### src/rtl/cap_pkg.sv
package cap_pkg;
  typedef enum logic [1:0] {
    EDGE_OFF  = 2'd0,
    EDGE_RISE = 2'd1,
    EDGE_FALL = 2'd2,
    EDGE_ANY  = 2'd3
  } edge_sel_e;

  localparam logic [31:0] OFS_CAP  = 32'h10;
  localparam logic [31:0] OFS_EDGE = 32'h30;
  localparam logic [31:0] OFS_CTRL = 32'h50;
  localparam logic [31:0] OFS_IEN  = 32'h54;
  localparam logic [31:0] OFS_ISTS = 32'h58;
  localparam logic [31:0] OFS_IACK = 32'h5C;
  localparam logic [31:0] BANK_MASK = 32'hFFFF_FFF3;

  localparam int CTRL_RUN_BIT = 10;
  localparam int CTRL_DIV_LSB = 4;
  localparam int CTRL_DIV_MAX = 5;
endpackage

### src/rtl/cap_timebase.sv
module cap_timebase #(
  parameter int TS_W = 32,
  parameter int PS_W = 5
) (
  input  logic            clk,
  input  logic            rst,
  input  logic            run,
  input  logic [PS_W-1:0] div,
  output logic [TS_W-1:0] stamp
);
  logic [PS_W-1:0] pcnt;
  logic            tick;

  assign tick = (pcnt >= div);

  always_ff @(posedge clk) begin
    if (rst) begin
      pcnt  <= '0;
      stamp <= '0;
    end else if (!run) begin
      pcnt  <= '0;
    end else if (tick) begin
      pcnt  <= '0;
      stamp <= stamp + 1'b1;
    end else begin
      pcnt  <= pcnt + 1'b1;
    end
  end


  stamp_hold_chk: assert property (@(posedge clk) disable iff (rst)
    !$past(run) |-> stamp == $past(stamp));


  stamp_step_chk: assert property (@(posedge clk) disable iff (rst)
    stamp != $past(stamp) |-> stamp == $past(stamp) + 1'b1);
endmodule

### src/rtl/cap_channel.sv
module cap_channel #(
  parameter int TS_W = 32
) (
  input  logic            clk,
  input  logic            rst,
  input  logic            din,
  input  logic            arm,
  input  logic [1:0]      edge_sel,
  input  logic [TS_W-1:0] stamp,
  output logic            hit,
  output logic [TS_W-1:0] value
);
  logic [2:0] sh;
  logic       rise;
  logic       fall;

  always_ff @(posedge clk) begin
    if (rst) sh <= '0;
    else     sh <= {sh[1:0], din};
  end

  assign rise = sh[1] & ~sh[2];
  assign fall = ~sh[1] & sh[2];
  assign hit  = arm & ((edge_sel[0] & rise) | (edge_sel[1] & fall));

  always_ff @(posedge clk) begin
    if (rst)      value <= '0;
    else if (hit) value <= stamp;
  end


  value_only_on_hit_chk: assert property (@(posedge clk) disable iff (rst)
    value != $past(value) |-> $past(hit));
endmodule

### src/rtl/cap_unit.sv
module cap_unit
  import cap_pkg::*;
#(
  parameter int NCH  = 4,
  parameter int TS_W = 32,
  parameter int PS_W = 5,
  parameter int AW   = 8
) (
  input  logic           clk,
  input  logic           rst,
  input  logic           wr_en,
  input  logic           rd_en,
  input  logic [AW-1:0]  addr,
  input  logic [31:0]    wdata,
  output logic [31:0]    rdata,
  input  logic [NCH-1:0] cap_in,
  output logic           irq
);
  localparam int IDX_W = 2;

  logic [31:0]      a32;
  logic [IDX_W-1:0] ridx;
  logic             hit_cap, hit_edge, hit_ctrl, hit_ien, hit_ists, hit_iack;

  logic             run_q;
  logic [PS_W-1:0]  div_q;
  logic [1:0]       sel_q [NCH];
  logic [NCH-1:0]   ien_q, ien_nxt;
  logic [NCH-1:0]   sts_q, sts_nxt;
  logic [NCH-1:0]   ack_mask;
  logic [NCH-1:0]   hit_v;
  logic [TS_W-1:0]  stamp;
  logic [TS_W-1:0]  cval [NCH];
  logic [31:0]      rd_mux;

  assign a32      = 32'(addr);
  assign ridx     = a32[3:2];
  assign hit_cap  = (a32 & BANK_MASK) == OFS_CAP;
  assign hit_edge = (a32 & BANK_MASK) == OFS_EDGE;
  assign hit_ctrl = a32 == OFS_CTRL;
  assign hit_ien  = a32 == OFS_IEN;
  assign hit_ists = a32 == OFS_ISTS;
  assign hit_iack = a32 == OFS_IACK;

  cap_timebase #(.TS_W(TS_W), .PS_W(PS_W)) u_tb (
    .clk(clk), .rst(rst), .run(run_q), .div(div_q), .stamp(stamp)
  );

  for (genvar g = 0; g < NCH; g++) begin : g_ch
    cap_channel #(.TS_W(TS_W)) u_ch (
      .clk(clk), .rst(rst), .din(cap_in[g]), .arm(run_q),
      .edge_sel(sel_q[g]), .stamp(stamp), .hit(hit_v[g]), .value(cval[g])
    );

    always_ff @(posedge clk) begin
      if (rst)
        sel_q[g] <= EDGE_OFF;
      else if (wr_en && hit_edge && int'(ridx) == g)
        sel_q[g] <= wdata[1:0];
    end


    capture_wins_chk: assert property (@(posedge clk) disable iff (rst)
      $past(hit_v[g]) |-> sts_q[g]);


    sts_set_cause_chk: assert property (@(posedge clk) disable iff (rst)
      $rose(sts_q[g]) |-> $past(hit_v[g]));
  end

  always_ff @(posedge clk) begin
    if (rst) begin
      run_q <= 1'b0;
      div_q <= '0;
    end else if (wr_en && hit_ctrl) begin
      run_q <= wdata[CTRL_RUN_BIT];
      div_q <= wdata[CTRL_DIV_LSB +: PS_W];
    end
  end

  assign ack_mask = (wr_en && hit_iack) ? wdata[NCH:1] : '0;
  assign sts_nxt  = (sts_q & ~ack_mask) | hit_v;
  assign ien_nxt  = (wr_en && hit_ien) ? wdata[NCH:1] : ien_q;

  always_ff @(posedge clk) begin
    if (rst) begin
      sts_q <= '0;
      ien_q <= '0;
      irq   <= 1'b0;
    end else begin
      sts_q <= sts_nxt;
      ien_q <= ien_nxt;
      irq   <= |(sts_nxt & ien_nxt);
    end
  end

  always_comb begin
    rd_mux = '0;
    if (hit_cap && int'(ridx) < NCH)
      rd_mux[TS_W-1:0] = cval[ridx];
    else if (hit_edge && int'(ridx) < NCH)
      rd_mux[1:0] = sel_q[ridx];
    else if (hit_ctrl) begin
      rd_mux[CTRL_RUN_BIT] = run_q;
      rd_mux[CTRL_DIV_LSB +: PS_W] = div_q;
    end else if (hit_ien)
      rd_mux[NCH:1] = ien_q;
    else if (hit_ists)
      rd_mux[NCH:1] = sts_q;
  end

  always_ff @(posedge clk) begin
    if (rst)        rdata <= '0;
    else if (rd_en) rdata <= rd_mux;
  end


  irq_match_chk: assert property (@(posedge clk) disable iff (rst)
    irq == |(sts_q & ien_q));

  initial begin
    if (NCH < 1 || NCH > 4 || PS_W > CTRL_DIV_MAX || TS_W > 32 || AW < 8 || AW > 31)
      $error("cap_unit: parameter out of range");
  end
endmodule

### config.mk
export PLATFORM = sky130hd
export DESIGN_NAME = cap_unit
export DESIGN_NICKNAME = d
export VERILOG_FILES = /design/src/rtl/cap_pkg.sv /design/src/rtl/cap_timebase.sv /design/src/rtl/cap_channel.sv /design/src/rtl/cap_unit.sv
export SDC_FILE = /design/constraint.sdc
export NUM_CORES = 1
export LEC_CHECK = 0
export CORE_ASPECT_RATIO = 1.1
export CORE_MARGIN = 1.5
export CORE_UTILIZATION = 50
export DETAILED_ROUTE_END_ITERATION = 16
export DONT_BUFFER_PORTS = 1
export PLACE_DENSITY_LB_ADDON = 0.08
export SLEW_MARGIN = 10
export SYNTH_ARGS = -nofsm -noshare
export SYNTH_HDL_FRONTEND = slang
export SYNTH_HIERARCHICAL = 1
export SYNTH_SLANG_ARGS = --single-unit
### constraint.sdc
create_clock -name clk -period 2.1 [get_ports clk]
set_input_delay 0.21 -clock clk [delete_from_list [all_inputs] [get_ports clk]]
set_output_delay 0.21 -clock clk [all_outputs]
set_load 0.005 [all_outputs]
==> metrics, run 1 <==
status=finished clean; sequential area share after synthesis=41.92%; RSZ-0062 raised after global routing=yes; measured slew at the worst slew-check pin=0.5705 ns; gr ovfl total=0; Yosys cell types=61; post-synthesis xor/xnor area fraction=0.3109%; Cells after Synth=1124; Vias=9067; Rows=57; Initial Utilization=50.97%; Final setup viols=0; period utilization=97.25%; syn nets=1179; Final WS setup=~0.058 ns; largest net degree at the start of global routing=204; core area=approximately 0.022 mm2; global-route wire length before repair=48490 um; H-Tree Depth=1; maximum clock path buffer count=3; fillers=1755; max-slew violations=0; DP Wirelength=15880 um; CP Launch Type=register; mux cell area share after synthesis=18.97%; Fin. Hold Viols=0; IR drop worst, VDD=531.0 uV; Main synth FF type=dfxtp_1; Initial DRT Pass Iterations=4; Post-synth ARST share=0%; Post-synth EDFFs=8; vias in the first global route=9052; Post-route DRC=0; Post-Synth Simple-Gate Area=26.06%; clk sink count=232; DRT Wirelength=30120 um; die area=between 0.02 and 0.025 mm2; CP Capture Type=register; CTS Buf Count=26; IO Pins=81; Clk Latency, worst-skew pair=0.53 ns; Root Driver=clkbuf_16; relative slew slack=61.71%; Worst Hold Class=in2reg; CTS tree=yes; DRT iter0 DRCs=around 640; layout cells sized above 1=12.19%; overall power=9.352 mW; maxcap violations=0; pre-CTS setup slack=0.09985 ns; skew final=~0.0094 ns; syn avg cell area=10.03 um2; register bit total from synthesis=232; die height=160.5 um; CP arrival=2.51 ns; Synth Area in Compound Gates=7.272%; Die Width=between 100 and 150 um; Max Fclk=0.4896 GHz; PwrDens=633.1 mW/mm2; flop2flop setup slack=0.06 ns; Final Net Count=between 1k and 1.5k; PortBufs=0; P_leak=4.776 nW; synthesis-to-finish area growth=31.08%; Ant. Diodes=0; post-route minimum period=~2.0 ns; Adder-Cell Fraction of Synth Area=0.7772%; Global Route Usage Sum=between 20 and 30%; Vias per Instance=5.498; GP Congestion=0.8138; drt wl/cell=18.27 um; largest family of logic cells by synthesized area=simple AND/OR/NAND/NOR gates; YS warnings=6; Critical Path RT=2.57 ns; DRT antenna net count=0; Critical Path Fanout Max=17; Crit Path Category=reg2reg; antenna violations before repair=0; Mapped Area=0.01127 mm2; Worst-path clk slew=0.06 ns
## worst paths after layout
| kind | end | cells past startpoint | from |
|---|---|---|---|
| setup / recovery | g_ch[1].u_ch/value[10]$_SDFFE_PP0P_ | 5 | run_q$_SDFFE_PP0P_ |
| setup reg to reg | g_ch[1].u_ch/value[10]$_SDFFE_PP0P_ | 5 | run_q$_SDFFE_PP0P_ |
| hold reg to reg | g_ch[2].u_ch/value[3]$_SDFFE_PP0P_ | 2 | g_ch[2].u_ch/value[3]$_SDFFE_PP0P_ |
| hold / removal | sel_q[0][1]$_SDFFCE_PN0P_ | 2 | addr[2] |
## routing by layer
metal | global-route usage (%) | routed length [um]
met1 | 34.30 | 13650
met2 | 43.30 | 14440
met3 | 3.977 | 1457
met4 | 6.336 | 574
met5 | 0 | 0
## critical path, cell delays in order, from the launching register on
cell           delay, ns
dfxtp_1             0.35
buf_4               0.25
nand4b_1            0.25
nand2_8             0.29
mux2i_1             0.24
dlygate4sd3_1       0.58
## timing repair
item                                    4_1_cts  5_1_grt
endpoints found under the setup margin        0       24
hold buffers                                204        0
endpoints found under the hold margin       231        0
resized for setup                             0       10
setup buffers                                 0       14
## state kept, by name (all words and copies together), names as in the netlist
signal and flops:
div_q 5, g_ch.u_ch/sh 12, g_ch.u_ch/value 128, ien_q 4, irq 1, rdata 32, run_q 1, sel_q 8
sts_q 4, u_tb/pcnt 5, u_tb/stamp 32
## final cells by class
class | count | area, um2 | share of cell area [%]
multi-input cells | 796 | 6060 | 41.02
inverters | 14 | 52.55 | 0.3558
repair buffers | 264 | 2688 | 18.19
flip-flops and latches | 232 | 4727 | 32.00
clock inverters | 11 | 112.6 | 0.7623
well taps | 295 | 369.1 | 2.499
clock buffers | 37 | 763.2 | 5.167
## cell usage in the layout (no fill, tap or decap), drive strengths merged, types with 4 or more instances in the layout
cell type	synthesis	final
nand2b	261	261
dfxtp	224	224
dlygate4sd3	0	202
mux2i	136	136
a21oi	65	65
buf	35	61
nand2	51	51
nand3	41	41
clkbuf	47	38
nor2	36	36
mux4	34	34
o31ai	20	20
nor2b	17	17
or4	15	15
inv	14	14
nand4	12	12
o21ai	11	11
or3	10	10
nand4b	8	8
edfxtp	8	8
nor3	8	8
ha	7	7
clkinv	0	6
a41oi	5	5
a32oi	5	5
a21o	5	5
nand3b	4	4
and3	4	4
or4b	4	4
## cell usage after synthesis, drive strengths merged (2+ instances only)
library cell / n / area share, %
a21oi: 65 / 2.9
nand2b: 261 / 14
o2bb2ai: 3 / 0.23
or4b: 4 / 0.39
xor2: 3 / 0.23
nand4: 12 / 0.72
edfxtp: 8 / 2.1
and3: 4 / 0.22
clkbuf: 47 / 1.6
o31ai: 20 / 1.3
inv: 14 / 0.47
or4: 15 / 1.0
a22o: 3 / 0.23
nor2b: 17 / 0.94
or3: 10 / 0.56
mux4: 34 / 6.8
nand4bb: 2 / 0.20
a31oi: 3 / 0.17
a41oi: 5 / 0.39
nor2: 36 / 1.2
buf: 35 / 2.7
o41ai: 3 / 0.23
dfxtp: 224 / 40
and2: 3 / 0.17
nand3b: 4 / 0.27
o21ai: 11 / 0.49
a32oi: 5 / 0.39
nor4: 2 / 0.22
mux2i: 136 / 12
nor3: 8 / 0.70
nand2: 51 / 2.0
ha: 7 / 0.78
a21o: 5 / 0.33
and4: 2 / 0.16
nand4b: 8 / 0.62
nand3: 41 / 2.0
## logic make-up (layout without fill, tap and decap cells)
| group | after synthesis | after routing |
|---|---|---|
| and+or+nand+nor | 483 | 483 |
| DFF | 232 | 232 |
| muxes | 171 | 171 |
| AOI/OAI and AO/OA | 131 | 131 |
| buffers and inverters | 96 | 326 |
| adders and majority gates | 7 | 7 |
| xor gates and xnor gates | 4 | 4 |
## metrics by stage
stage / std cells / utilization [%] / instance area [um2] / TNS, ns / hold slack [ns]
floorplan: 1124 / - / 11270 / 0 / 0.3382
global placement: 1382 / 52.50 / 11610 / 0 / 0.3121
detailed placement: 1382 / 52.50 / 11610 / 0 / 0.3139
CTS: 1634 / 65.82 / 14550 / 0 / 0.03234
global route: 1649 / 66.81 / 14770 / -0.03827 / 0.05957
finish: 1649 / 66.81 / 14770 / 0 / 0.05384
## report_power, final
| part | total, mW | internal (mW) | switching [mW] |
|---|---|---|---|
| logic | 0.260 | 0.154 | 0.105 |
| clock network | 4.64 | 2.77 | 1.87 |
| registers | 4.46 | 4.44 | 0.0112 |
Power figures use the tool's default switching activity.
==> run 2, diff against run 1 <==
--- a/config.mk
+++ b/config.mk
@@ -8,8 +8,10 @@
 export CORE_ASPECT_RATIO = 1.1
 export CORE_MARGIN = 1.5
 export CORE_UTILIZATION = 50
+export CTS_CLUSTER_SIZE = 12
 export DETAILED_ROUTE_END_ITERATION = 16
 export DONT_BUFFER_PORTS = 1
+export HOLD_SLACK_MARGIN = 0.06
 export PLACE_DENSITY_LB_ADDON = 0.08
 export SLEW_MARGIN = 10
 export SYNTH_ARGS = -nofsm -noshare
==> run 2 against run 1 <==
Net effect: die area unchanged; critical path depth unchanged; non-clock buffer count increased by 5; total power increased by 1.7%; final area increased by 0.60%; clock power increased by 3%.
==> metrics, run 2 (synthesis gave the netlist of run 1 again) <==
relative slew slack=62.34%; gr ovfl total=0; die area=roughly 0.023 mm2; Max Fclk=0.4912 GHz; vias in the first global route=approximately 9.1k; Largest register FFs=128; Crit Path Category=reg2reg; DRT Wirelength=between 30000 and 40000 um; DRT iter0 DRCs=574; delay-heaviest family, CP=buffers and inverters; switching part of the total power=20.49%; status=finished clean; clock power share=50.4%; post-route minimum period=between 2 and 2.5 ns; Slowest-stage cell, CP=dlygate4sd3_1; antenna violations before repair=0; Critical Path Fanout Max=17; CTS tree=yes; maxcap violations=0; Final Net Count=roughly 1.4k; Initial DRT Pass Iterations=4; PortBufs=0; Post-route DRC=0; Vias per Instance=5.476; total negative setup slack=0 ns; RSZ-0062 raised after global routing=yes; Int Pwr=approximately 7.6 mW; CP Capture Type=register; slowest cell delay on critical path=0.58 ns; IO Pins=slightly above 80; drt wl/cell=18.18 um; DRT antenna net count=0; most common cell after layout, fill and taps aside=nand2b_1; core area=0.02211 mm2; Global Route Usage Sum=25.59%; Final setup viols=0; global-route wire length before repair=between 40000 and 50000 um; number of buffers and inverters on the critical path=2; CTS Buf Count=26; maximum clock path buffer count=3; synthesis-to-finish area growth=31.86%; measured slew at the worst slew-check pin=0.5611 ns; Clk Latency, worst-skew pair=0.53 ns; Ant. Diodes=0; Critical Path RT=2.57 ns; H-Tree Depth=1; Root Driver=clkbuf_16; Initial Utilization=approximately 51%; switching power=1.950 mW; Worst-path clk slew=0.06 ns; CP Launch Type=register; largest net degree at the start of global routing=205; layout cells sized above 1=11.99%; Largest regs=g_ch.u_ch/value x128, rdata x32, u_tb/stamp x32; period utilization=96.94%; Die Width=~150 um; Combinational Power Share=under 10%; IR drop worst, VDD=458.8 uV; skew final=0.01458 ns; Worst Hold Class=in2reg; overall power=9.515 mW; sequential power share=46.8%; Rows=57; fillers=1726; CP arrival=2.50 ns; max-slew violations=0; Largest Register=g_ch.u_ch/value; Fin. Hold Viols=0; commonest non-fill, non-tap cells in the layout=nand2b_1, dfxtp_1, dlygate4sd3_1; die height=160.5 um; P_leak=~4.8 nW; PwrDens=640.3 mW/mm2; multi-input logic area=between 0.006 and 0.007 mm2; worst path cell trace=buf_4 > nand4b_1 > nand2_8 > mux2i_1 > dlygate4sd3_1; Vias=~9k; DP Wirelength=~16000 um; GP Congestion=0.8138; Storage cell area=0.004727 mm2; clk sink count=232
run 2: cell count changes in the layout (fill, tap and decap cells not counted), moves of 2 or more:
cell           change
clkbuf_1           +2
clkbuf_8           +2
clkinv_2           -2
clkinvlp_4         -3
dlygate4sd3_1      +6
run 2: power by group through the flow:
stage	registers (mW)	logic, mW	clock network (mW)
2_1_floorplan	4.55	0.261	0
3_3_place_gp	4.55	0.174	0
3_5_place_dp	4.55	0.173	0
4_1_cts	4.45	0.262	4.86
5_1_grt	4.45	0.276	5.06
6_report	4.46	0.264	4.80
run 2: metal layers:
metal | global-route usage (%) | part of all wire [%] | vias up
met4 | 6.015 | 1.6 | 0
met5 | 0 | 0 | -
li1 | - | - | 4389
met2 | 43.84 | 48 | 185
met3 | 3.324 | 4.7 | 33
met1 | 34.38 | 45 | 4451
run 2: repair_timing:
item / CTS / global route
hold buffers: 210 / 0
setup endpoints to repair: 0 / 22
endpoints found under the hold margin: 238 / 0
setup buffers: 0 / 13
resized for setup: 0 / 11
run 2: worst paths after layout:
path	start	to	slack [ns]	cells past startpoint
worst max register to register	run_q$_SDFFE_PP0P_	g_ch[1].u_ch/value[10]$_SDFFE_PP0P_	0.06	5
worst min-delay path	wdata[4]	irq$_SDFF_PP0_	0.07	3
worst max-delay path	run_q$_SDFFE_PP0P_	g_ch[1].u_ch/value[10]$_SDFFE_PP0P_	0.06	5
worst min register to register	g_ch[2].u_ch/value[3]$_SDFFE_PP0P_	g_ch[2].u_ch/value[3]$_SDFFE_PP0P_	0.47	2
run 2: worst register-to-register path: stages (launching register included):
cell,delay [ns]
dfxtp_1,0.35
buf_4,0.24
nand4b_1,0.26
nand2_8,0.29
mux2i_1,0.26
dlygate4sd3_1,0.58
run 2: layout make-up:
type | instances | share of cell area [%]
inverter | 14 | 0.3536
clock buffer | 41 | 5.372
multi-input combinational | 796 | 40.80
timing repair buffer | 269 | 18.44
clock inverter | 7 | 0.7409
tap | 295 | 2.484
sequential | 232 | 31.81
run 2: per-stage QoR:
step	hold slack, ns	area (um2)	cells	setup WS [ns]	util (%)
floorplan	0.3382	11270	1124	0.1068	-
global placement	0.3121	11610	1382	0.1197	52.50
detailed placement	0.3139	11610	1382	0.09985	52.50
CTS	0.06015	14640	1640	0.05061	66.24
global route	0.07732	14860	1654	-0.01519	67.22
finish	0.06651	14860	1654	0.06417	67.22
